**config.mk**
```make
export PLATFORM = sky130hd
export DESIGN_NAME = spi_user_xfer
export DESIGN_NICKNAME = d
export VERILOG_FILES = /design/src/rtl/spi_user_xfer_pkg.sv /design/src/rtl/spi_user_xfer_buf.sv /design/src/rtl/spi_user_xfer_shift.sv /design/src/rtl/spi_user_xfer.sv
export SDC_FILE = /design/constraint.sdc
export NUM_CORES = 2
export LEC_CHECK = 0
export BUFFER_PORTS_ARGS = -buffer_cell sky130_fd_sc_hd__buf_2
export CELL_PAD_IN_SITES_DETAIL_PLACEMENT = 1
export CELL_PAD_IN_SITES_GLOBAL_PLACEMENT = 1
export CORE_UTILIZATION = 50
export CTS_BUF_LIST = sky130_fd_sc_hd__clkbuf_16
export CTS_CLUSTER_DIAMETER = 60
export DETAILED_ROUTE_END_ITERATION = 10
export PLACE_DENSITY = 0.84
export SLEW_MARGIN = 30
export SYNTH_ARGS = -nofsm -noshare
export SYNTH_HDL_FRONTEND = slang
export SYNTH_SLANG_ARGS = --single-unit
```
**constraint.sdc**
```tcl
create_clock -name clk -period 3.17 [get_ports clk]
set_input_delay 0.1585 -clock clk [delete_from_list [all_inputs] [get_ports clk]]
set_output_delay 0.1585 -clock clk [all_outputs]
set_load 0.01 [all_outputs]
```
**src/rtl/spi_user_xfer_pkg.sv**
```systemverilog
package spi_user_xfer_pkg;
  localparam int REG_ADDR_W = 7;

  localparam logic [REG_ADDR_W-1:0] OFF_CMD   = 7'h00;
  localparam logic [REG_ADDR_W-1:0] OFF_CTRL  = 7'h08;
  localparam logic [REG_ADDR_W-1:0] OFF_USER  = 7'h1C;
  localparam logic [REG_ADDR_W-1:0] OFF_USER1 = 7'h20;
  localparam logic [REG_ADDR_W-1:0] OFF_USER4 = 7'h2C;
  localparam logic [REG_ADDR_W-1:0] OFF_SLAVE = 7'h30;
  localparam int BUF_BASE = 'h40;

  localparam int GO_BIT       = 18;
  localparam int MMAP_BIT     = 17;
  localparam int DOUT_EN_BIT  = 27;
  localparam int CAP_EN_BIT   = 0;
  localparam int COMPAT_BIT   = 2;
  localparam int CNT_LSB      = 17;
  localparam int HOLD_BIT     = 30;
  localparam int DONE_BIT     = 4;
  localparam int ROLE_BIT     = 30;
  localparam int SWRST_BIT    = 31;

  typedef enum logic [1:0] {PH_IDLE, PH_LOW, PH_HIGH} phase_e;

  // burst bit index -> flat buffer bit: byte stays, bit order flips (MSB first)
  function automatic logic [15:0] burst_bit_pos(input logic [15:0] idx);
    return {idx[15:3], ~idx[2:0]};
  endfunction
endpackage

```
**src/rtl/spi_user_xfer_buf.sv**
```systemverilog
module spi_user_xfer_buf #(
  parameter int BUF_BYTES = 64
) (
  input  logic                              clk,
  input  logic                              rst_n,
  input  logic                              wr_en,
  input  logic [$clog2(BUF_BYTES/4)-1:0]    wr_idx,
  input  logic [31:0]                       wr_data,
  input  logic [$clog2(BUF_BYTES/4)-1:0]    rd_idx,
  output logic [31:0]                       rd_data,
  input  logic [$clog2(BUF_BYTES*8)-1:0]    bit_pos,
  output logic                              bit_out,
  input  logic                              bit_we,
  input  logic                              bit_in
);
  localparam int WORDS  = BUF_BYTES / 4;
  localparam int WIDX_W = $clog2(WORDS);
  localparam int POS_W  = $clog2(BUF_BYTES * 8);

  logic [31:0] words [WORDS];
  logic [WIDX_W-1:0] bit_word;
  assign bit_word = bit_pos[POS_W-1:5];

  for (genvar w = 0; w < WORDS; w++) begin : g_word
    always_ff @(posedge clk or negedge rst_n) begin
      if (!rst_n) begin
        words[w] <= '0;
      end else if (wr_en && wr_idx == WIDX_W'(w)) begin
        words[w] <= wr_data;
      end else if (bit_we && bit_word == WIDX_W'(w)) begin
        words[w][bit_pos[4:0]] <= bit_in;
      end
    end
  end

  assign rd_data = words[rd_idx];
  assign bit_out = words[bit_word][bit_pos[4:0]];
endmodule

```
**src/rtl/spi_user_xfer_shift.sv**
```systemverilog
module spi_user_xfer_shift
  import spi_user_xfer_pkg::*;
#(
  parameter int CNT_W = 9
) (
  input  logic             clk,
  input  logic             rst_n,
  input  logic             start,
  input  logic             abort,
  input  logic             half_stb,
  input  logic [CNT_W-1:0] last_idx,
  input  logic             cap_en,
  input  logic             hold_req,
  input  logic             miso,
  output logic             sck,
  output logic             busy,
  output logic             cs_held,
  output logic             cap_we,
  output logic             cap_bit,
  output logic             done_pulse,
  output logic [CNT_W-1:0] idx
);
  phase_e ph;
  logic   miso_q;
  logic   fall_stb;
  logic   at_last;

  assign fall_stb = (ph == PH_HIGH) && half_stb;
  assign at_last  = (idx == last_idx);

  always_ff @(posedge clk or negedge rst_n) begin
    if (!rst_n) begin
      ph      <= PH_IDLE;
      idx     <= '0;
      cs_held <= 1'b0;
      miso_q  <= 1'b0;
    end else if (abort) begin
      ph      <= PH_IDLE;
      idx     <= '0;
      cs_held <= 1'b0;
    end else begin
      case (ph)
        PH_IDLE: if (start) begin
          ph  <= PH_LOW;
          idx <= '0;
        end
        PH_LOW: if (half_stb) begin
          ph     <= PH_HIGH;
          miso_q <= miso;
        end
        PH_HIGH: if (half_stb) begin
          if (at_last) begin
            ph      <= PH_IDLE;
            cs_held <= hold_req;
          end else begin
            idx <= idx + 1'b1;
            ph  <= PH_LOW;
          end
        end
        default: ph <= PH_IDLE;
      endcase
    end
  end

  assign sck        = (ph == PH_HIGH);
  assign busy       = (ph != PH_IDLE);
  assign cap_we     = fall_stb && cap_en;
  assign cap_bit    = miso_q;
  assign done_pulse = fall_stb && at_last;
endmodule

```
**src/rtl/spi_user_xfer.sv**
```systemverilog
module spi_user_xfer
  import spi_user_xfer_pkg::*;
#(
  parameter int BUF_BYTES = 64
) (
  input  logic                  clk,
  input  logic                  rst_n,
  input  logic                  reg_we,
  input  logic [REG_ADDR_W-1:0] reg_addr,
  input  logic [31:0]           reg_wdata,
  output logic [31:0]           reg_rdata,
  input  logic                  half_stb,
  output logic                  spi_sck,
  output logic                  spi_cs_n,
  output logic                  spi_mosi,
  input  logic                  spi_miso
);
  localparam int BITS   = BUF_BYTES * 8;
  localparam int CNT_W  = $clog2(BITS);
  localparam int WIDX_W = $clog2(BUF_BYTES / 4);

  logic             mmap_en, dout_en, cap_en, compat, role_slave, hold_cfg, done_flag;
  logic [CNT_W-1:0] cnt_m1;
  logic             busy, cs_held, cap_we, cap_bit, done_pulse, tx_bit, sck;
  logic [CNT_W-1:0] idx, pos;
  logic [31:0]      buf_rd;
  logic             is_buf, cfg_wr, go_req, go_pulse, abort_req;
  logic [WIDX_W-1:0] widx;

  assign is_buf    = (int'(reg_addr) >= BUF_BASE) && (int'(reg_addr) < BUF_BASE + BUF_BYTES);
  assign widx      = reg_addr[WIDX_W+1:2];
  assign cfg_wr    = reg_we && !busy;
  assign go_req    = cfg_wr && (reg_addr == OFF_CMD) && reg_wdata[GO_BIT];
  assign go_pulse  = go_req && !mmap_en && dout_en && !compat && !role_slave;
  assign abort_req = reg_we && (reg_addr == OFF_SLAVE) && reg_wdata[SWRST_BIT];
  assign pos       = CNT_W'(burst_bit_pos(16'(idx)));

  always_ff @(posedge clk or negedge rst_n) begin
    if (!rst_n) begin
      mmap_en    <= 1'b1;
      dout_en    <= 1'b0;
      cap_en     <= 1'b0;
      compat     <= 1'b1;
      role_slave <= 1'b1;
      hold_cfg   <= 1'b0;
      cnt_m1     <= '0;
    end else if (cfg_wr && !abort_req) begin
      case (reg_addr)
        OFF_CTRL:  mmap_en <= reg_wdata[MMAP_BIT];
        OFF_USER: begin
          dout_en <= reg_wdata[DOUT_EN_BIT];
          cap_en  <= reg_wdata[CAP_EN_BIT];
          compat  <= reg_wdata[COMPAT_BIT];
        end
        OFF_USER1: cnt_m1     <= reg_wdata[CNT_LSB +: CNT_W];
        OFF_USER4: hold_cfg   <= reg_wdata[HOLD_BIT];
        OFF_SLAVE: role_slave <= reg_wdata[ROLE_BIT];
        default: ;
      endcase
    end
  end

  always_ff @(posedge clk or negedge rst_n) begin
    if (!rst_n)                done_flag <= 1'b0;
    else if (abort_req)        done_flag <= 1'b0;
    else if (done_pulse)       done_flag <= 1'b1;
    else if (cfg_wr && reg_addr == OFF_SLAVE && !reg_wdata[DONE_BIT])
                               done_flag <= 1'b0;
  end

  spi_user_xfer_buf #(.BUF_BYTES(BUF_BYTES)) u_buf (
    .clk     (clk),
    .rst_n   (rst_n),
    .wr_en   (cfg_wr && is_buf),
    .wr_idx  (widx),
    .wr_data (reg_wdata),
    .rd_idx  (widx),
    .rd_data (buf_rd),
    .bit_pos (pos),
    .bit_out (tx_bit),
    .bit_we  (cap_we),
    .bit_in  (cap_bit)
  );

  spi_user_xfer_shift #(.CNT_W(CNT_W)) u_shift (
    .clk        (clk),
    .rst_n      (rst_n),
    .start      (go_pulse),
    .abort      (abort_req),
    .half_stb   (half_stb),
    .last_idx   (cnt_m1),
    .cap_en     (cap_en),
    .hold_req   (hold_cfg),
    .miso       (spi_miso),
    .sck        (sck),
    .busy       (busy),
    .cs_held    (cs_held),
    .cap_we     (cap_we),
    .cap_bit    (cap_bit),
    .done_pulse (done_pulse),
    .idx        (idx)
  );

  assign spi_sck  = sck;
  assign spi_cs_n = ~(busy | cs_held);
  assign spi_mosi = busy & tx_bit;

  always_comb begin
    reg_rdata = '0;
    case (reg_addr)
      OFF_CMD:   reg_rdata[GO_BIT] = busy;
      OFF_CTRL:  reg_rdata[MMAP_BIT] = mmap_en;
      OFF_USER: begin
        reg_rdata[DOUT_EN_BIT] = dout_en;
        reg_rdata[CAP_EN_BIT]  = cap_en;
        reg_rdata[COMPAT_BIT]  = compat;
      end
      OFF_USER1: reg_rdata[CNT_LSB +: CNT_W] = cnt_m1;
      OFF_USER4: reg_rdata[HOLD_BIT] = hold_cfg;
      OFF_SLAVE: begin
        reg_rdata[ROLE_BIT] = role_slave;
        reg_rdata[DONE_BIT] = done_flag;
      end
      default:   if (is_buf) reg_rdata = buf_rd;
    endcase
  end

  logic unused_wdata;
  assign unused_wdata = ^reg_wdata;
endmodule

```
* Yosys cells after proc, flatten, opt, wreduce, memory -nomap -nowiden
Index checks and enable logic that the tools add are counted.
Word-level totals: register bits after elaboration 541, logic and storage cells 271
Operators by class: add/subtract/negate cells 1, order comparisons 5, eq/ne operators 42, muxes and demuxes 91, bitwise gates (word level) 7, reductions and logical operators 97
Operators by type and width (count):
- 32-bit 2-to-1 mux | 37
- 32-bit bitwise mux | 16
- 32-bit binary-select mux with 4-bit select | 2
- 4-bit equality test, second input constant | 16
- 1-bit logical AND | 49
- 2-bit nonzero test | 20
- 9-bit 2-to-1 mux | 4
- 4-bit by 3-bit equality test with 1-bit output, second input constant | 8
- 7-bit by 6-bit equality test with 1-bit output, second input constant | 3
- 9-bit one-hot mux with 2 select lines | 1
- 4-bit by 2-bit equality test with 1-bit output, second input constant | 4
- 5-bit OR reduction | 3
- 1-bit 2-to-1 mux | 14
- 7-bit one-hot mux with 2 select lines | 1
- 12-bit 2-to-1 mux | 1
- 4-bit OR reduction | 3
- 5-bit greater-or-equal comparator, second input constant | 2
- 2-bit 2-to-1 mux | 5
- 4-bit inverter with 5-bit output | 2
- 2-bit AND reduction | 5
- 9-bit by 1-bit adder with 9-bit output, second input constant | 1
- 9-bit equality test | 1
- 3-bit != test, second input constant | 3
- 1-bit one-hot mux with 3 select lines | 3
- 25 further kinds | 39

* Depth between registers and ports, before layout
word-level depth 12, mapped depth 12, depth with buffers taken out 7

* Modules after synthesis
From an unflattened synthesis, not the netlist that was laid out.
Unflattened totals: cells, all modules 3801, area total of the unflattened synthesis 36104.6 um^2
Modules (own cells, without submodules):
- spi_user_xfer_buf | times used 1, cells each 3598, area an instance 34186.5 um^2, sequential area each 12812.3 um^2
- spi_user_xfer | times used 1, cells each 109, area an instance 1079.8 um^2, sequential area each 404.1 um^2
- spi_user_xfer_shift | times used 1, cells each 94, area an instance 838.3 um^2, sequential area each 325.3 um^2

* Worst setup path after synthesis
Ideal clock, no wire load.
path type reg2reg, start point register u_shift.idx[0], end point register u_buf.words[475] (netlist bit), library setup time 0.137 ns, arrival 2.425 ns, setup slack 0.608 ns, cell stages (with the launch flop) 12, path buffers 5, path through dfrtp_1 clkbuf_1 inv_1 clkbuf_1 ha_1 clkbuf_1 clkbuf_1 nand2_1 clkbuf_1 nor2_1 mux2i_1 a21oi_1
Between the ends: longest elaborated chain between the ends 8, elaborated cells on any way between the ends 9
RTL lines:
- start: declaration | RTL line spi_user_xfer_shift.sv:21 | output logic [CNT_W-1:0] idx
- start signal: assignment | RTL line spi_user_xfer_shift.sv:56 | idx <= idx + 1'b1;
- 3-bit inverter * | RTL line spi_user_xfer_pkg.sv:27 | return {idx[15:3], ~idx[2:0]};
- 5-bit by 6-bit less-than comparator with 1-bit output (implied by the code) or 5-bit by 1-bit greater-or-equal comparator with 1-bit output (tied branches) | RTL line spi_user_xfer_buf.sv:31 | words[w][bit_pos[4:0]] <= bit_in;
- 1-bit logical AND (implied by the code) | RTL line spi_user_xfer_buf.sv:31
- 1-bit 2-to-1 mux (implied by the code) | RTL line spi_user_xfer_buf.sv:31
- 1-bit demux with 5-bit select *
- 32-bit bitwise mux * | RTL line spi_user_xfer_buf.sv:31
- 32-bit 2-to-1 mux * | RTL line spi_user_xfer_buf.sv:30 | end else if (bit_we && bit_word == WIDX_W'(w)) begin
- 32-bit 2-to-1 mux * | RTL line spi_user_xfer_buf.sv:28 | end else if (wr_en && wr_idx == WIDX_W'(w)) begin
- end signal: indexed assignment | RTL line spi_user_xfer_buf.sv:29 | words[w] <= wr_data;
- end signal: indexed assignment | RTL line spi_user_xfer_buf.sv:31
- end: declaration | RTL line spi_user_xfer_buf.sv:20 | logic [31:0] words [WORDS];
Every way passes the cells marked *; elsewhere a longest branch is shown, timed or not. The select of a mux whose other input is x is not followed. A chain may end at the register's enable or synchronous reset.

* Final worst setup path
start point register u_shift.idx[5], end point output spi_mosi
Between the ends: longest elaborated chain between the ends 7
RTL lines:
- 4-bit inverter with 5-bit output (implied by the code) | RTL line spi_user_xfer_buf.sv:37 | assign bit_out = words[bit_word][bit_pos[4:0]];
- 32-bit binary-select mux with 4-bit select | RTL line spi_user_xfer_buf.sv:37
- 32-bit 2-to-1 mux (implied by the code) (2 in a row) | RTL line spi_user_xfer_buf.sv:37
- 1-bit binary-select mux with 5-bit select | RTL line spi_user_xfer_buf.sv:37
- 1-bit 2-to-1 mux (implied by the code) | RTL line spi_user_xfer_buf.sv:37
- 1-bit bitwise AND | RTL line spi_user_xfer.sv:106 | assign spi_mosi = busy & tx_bit;
- end: declaration | RTL line spi_user_xfer.sv:15 | output logic spi_mosi,
Every way passes these cells. The select of a mux whose other input is x is not followed.

==> results by group <==
Drt
  • Residual DRC: 0
  • Wire per inst: 32.9 um
  • Via/cell ratio: 7.25
  • Final antenna-violating net count: 0
  • Initial DRC Count: 4678
  • Vias: 34000
  • First-pass DRT Iterations: 8
  • Final wirelength: 154 mm

Synthesis
  • FFs w/ async S/R, synth: 100%
  • Post-synthesis xor/xnor area fraction: 0.367%
  • Ys Warns: 0
  • Cell area after synthesis: 35800 sq um
  • Area contributors post-synth: dfrtp_1 38%, mux4_2 16%, mux2i_1 15%
  • Largest area contributor in the netlist: dfrtp_1
  • Gate Count Post-Synth: 3742
  • Adder-Cell Fraction of Synth Area: 0.140%
  • Post-synthesis net count: 3790
  • #FFs+latches synth: 541
  • Post-synthesis mux area share: 32.3%
  • Most used flip-flop cell after synthesis: dfrtp_1
  • Top cell type's share of synthesized area: 37.6%
  • Simple-Gate Fraction of Synth Area: 14.2%
  • Unique masters post-synth: 60
  • Sequential share of the synthesized area: 37.8%
  • Compound-Gate Fraction of Synth Area: 10.3%
  • Largest family of logic cells by synthesized area: multiplexers
  • EDFF count, synth: 0
  • Post-Syn Area per Cell: 9.57 sq um

Finish
  • Fin util: 57.4%
  • Sequential cell area: 13600 sq um
  • Share of post-route cells with drive strength above 1: 18.8%
  • Commonest non-fill, non-tap cell in the layout: nor2_1
  • Multi-input gate area: 20700 sq um
  • Nets: 3739
  • Final instance area: 40400 sq um
  • Fill cells: 7704
  • Area Overhead vs Synth: 12.9%
  • Most frequent cells in the layout: 632 x nor2_1, 552 x mux2i_1, 533 x dfrtp_1

Status
  • Outcome: finished with violations
  • Failing checks: setup timing

Floorplanning
  • Site row count: 97
  • I/O pins: 79
  • Die area: 72700 sq um
  • Core area: 70400 sq um
  • Chip height: 270 um
  • Die Width: 270 um
  • Initial Util: 50.8%

Timing
  • Worst-Margin Slew: 838 ps
  • Worst slew margin: 44.1%
  • Final Hold Viols: 0
  • Minimum clock period: 3860 ps
  • Max Slew Vio Count: 0
  • Total negative slack: -692 ps
  • Worst setup margin: -692 ps
  • Final period utilization: 122%
  • Highest clock rate: 259 MHz
  • Final setup vio count: 1
  • Unrepaired setup endpoints after global routing: yes
  • Clock skew: 22.6 ps

Pwr
  • Final total power: 21.9 mW
  • Peak supply drop: 0.379 mV
  • Pleak: 14.4 nW
  • Pwr/cell area: 542 nW/um^2

Critical path
  • Arr. time, crit path: 3700 ps
  • Worst Setup End Kind: output port
  • R2r setup slk: 120 ps
  • Critical Path Fanout Max: 5
  • Crit path kind: register to output port
  • Startpoint types: register
  • WP data required: 3010 ps

Global route
  • Vias in the first global route: 35500
  • All-Layer GR Usage: 42.1%
  • Initial antenna violation count: 8
  • Largest net degree at the start of global routing: 128
  • Global-route wire length before repair: 230 mm
  • GRT overflow: 0

Clock tree
  • Worst skew pair latency: 630 ps
  • Clock slew at reported path FFs: 70 ps
  • Htree depth: 3
  • CTS Buf Count: 68
  • Root Driver: clkbuf_16
  • CTS max path bufs: 3
  • CTS tree: built
  • Clk sink count: 541

Placement
  • I/O Buffers: 78
  • Post-DP HPWL: 93.1 mm
  • Routability-driven placement congestion ratio: 0.927
  • Pre-CTS worst setup slack: -327 ps
  • Cell Area, Placed: 37700 sq um

Hold path
  • Worst hold path class: input pin to register

Flow run
  • Number of max-cap violations: 0
-- synthesized netlist by cell type, types with 4 or more instances --
cell       count
a21oi_1      121
a22o_1        15
a22oi_1       14
a31oi_1       34
and2_1        22
buf_1         82
buf_2         61
buf_4         12
clkbuf_1     268
dfrtp_1      538
ha_1           4
mux2_2        22
mux2i_1      552
mux4_2       257
nand2_1      477
nand2b_1       8
nand3_1       15
nand4_1       42
nor2_1       641
nor2b_1        7
nor3_1        10
o2111ai_1      7
o21ai_0      422
o221ai_1      21
o22ai_1        6
or3_1          4
xnor2_1        9
xor2_1         6
-- where the power goes --
group,internal (mW),total [mW],switching (mW),leakage [nW]
combinational,2.15,4.35,2.20,6.38
clock,4.55,7.85,3.30,1.13
sequential,8.23,9.68,1.45,6.89
total,14.9,21.9,6.96,14.4
-- stage by stage --
| stage | cells | hold WS [ps] |
|---|---|---|
| floorplan | 3742 | -137 |
| global placement | 4520 | 226 |
| detailed placement | 4520 | 225 |
| CTS | 4677 | 15.3 |
| global route | 4682 | 39.2 |
| finish | 4685 | 48.9 |
-- cells by family (layout without fill, tap and decap cells) --
family,count (synthesis),count (layout)
buf+inv,429,429
simple gates,1254,1254
flops,541,541
xor+xnor,15,15
fa+ha+maj,4,4
other cells,0,3
mux,831,831
compound gates,668,668
-- critical path, cell delays in order, from the launching register on --
cell     delay (ps)
dfrtp_4         510
buf_12          160
mux4_2          510
mux2_4          290
a221o_1         330
nand4_1         200
nand4_1         320
nor4_4          330
a31oi_4         200
buf_2           200
-- timing repair --
action / 4_1_cts / 5_1_grt
hold endpoints to repair: 497 / 0
pin swaps: 5 / 2
hold buffers: 34 / 0
buffers inserted: 1 / 3
cloned: 1 / 0
gates resized for setup: 15 / 0
setup endpoints to repair: 1 / 1
-- flip-flops by register name (all words and copies together), names as in the netlist --
| name | flops |
|---|---|
| hold_cfg | 1 |
| u_shift.cs_held | 1 |
| compat | 1 |
| mmap_en | 1 |
| u_shift.idx | 9 |
| role_slave | 1 |
| done_flag | 1 |
| u_shift.ph | 2 |
| u_shift.cap_bit | 1 |
| cap_en | 1 |
| u_buf.words | 512 |
| cnt_m1 | 9 |
| dout_en | 1 |
-- worst paths after layout --
check	from	end	depth (start not counted)
max in group asynchronous	rst_n	compat	3
setup / recovery	u_shift.idx[5]	spi_mosi	9
hold reg to reg	cnt_m1[5]	cnt_m1[5]	1
min in group asynchronous	rst_n	u_buf.words[173]	2
hold / removal	reg_wdata[17]	u_buf.words[433]	3
setup reg to reg	u_shift.idx[6]	u_buf.words[162]	10
-- area by class of cell --
cell class,instances,area share (%)
Timing Repair Buffer,304,6.75
Multi-Input combinational cell,2772,51.3
Tap cell,940,2.91
Antenna cell,3,0.0186
Sequential cell,541,33.6
Clock inverter,48,0.864
Clock buffer,73,4.52
Inverter,4,0.0372
-- metal layers --
layer | share of wire [%] | track usage (%)
met4 | 8.1 | 29.4
met2 | 44 | 62.2
met5 | 0.055 | 0
met1 | 35 | 52.2
met3 | 13 | 14.0
No activity file was read; power rests on OpenSTA's default activity.
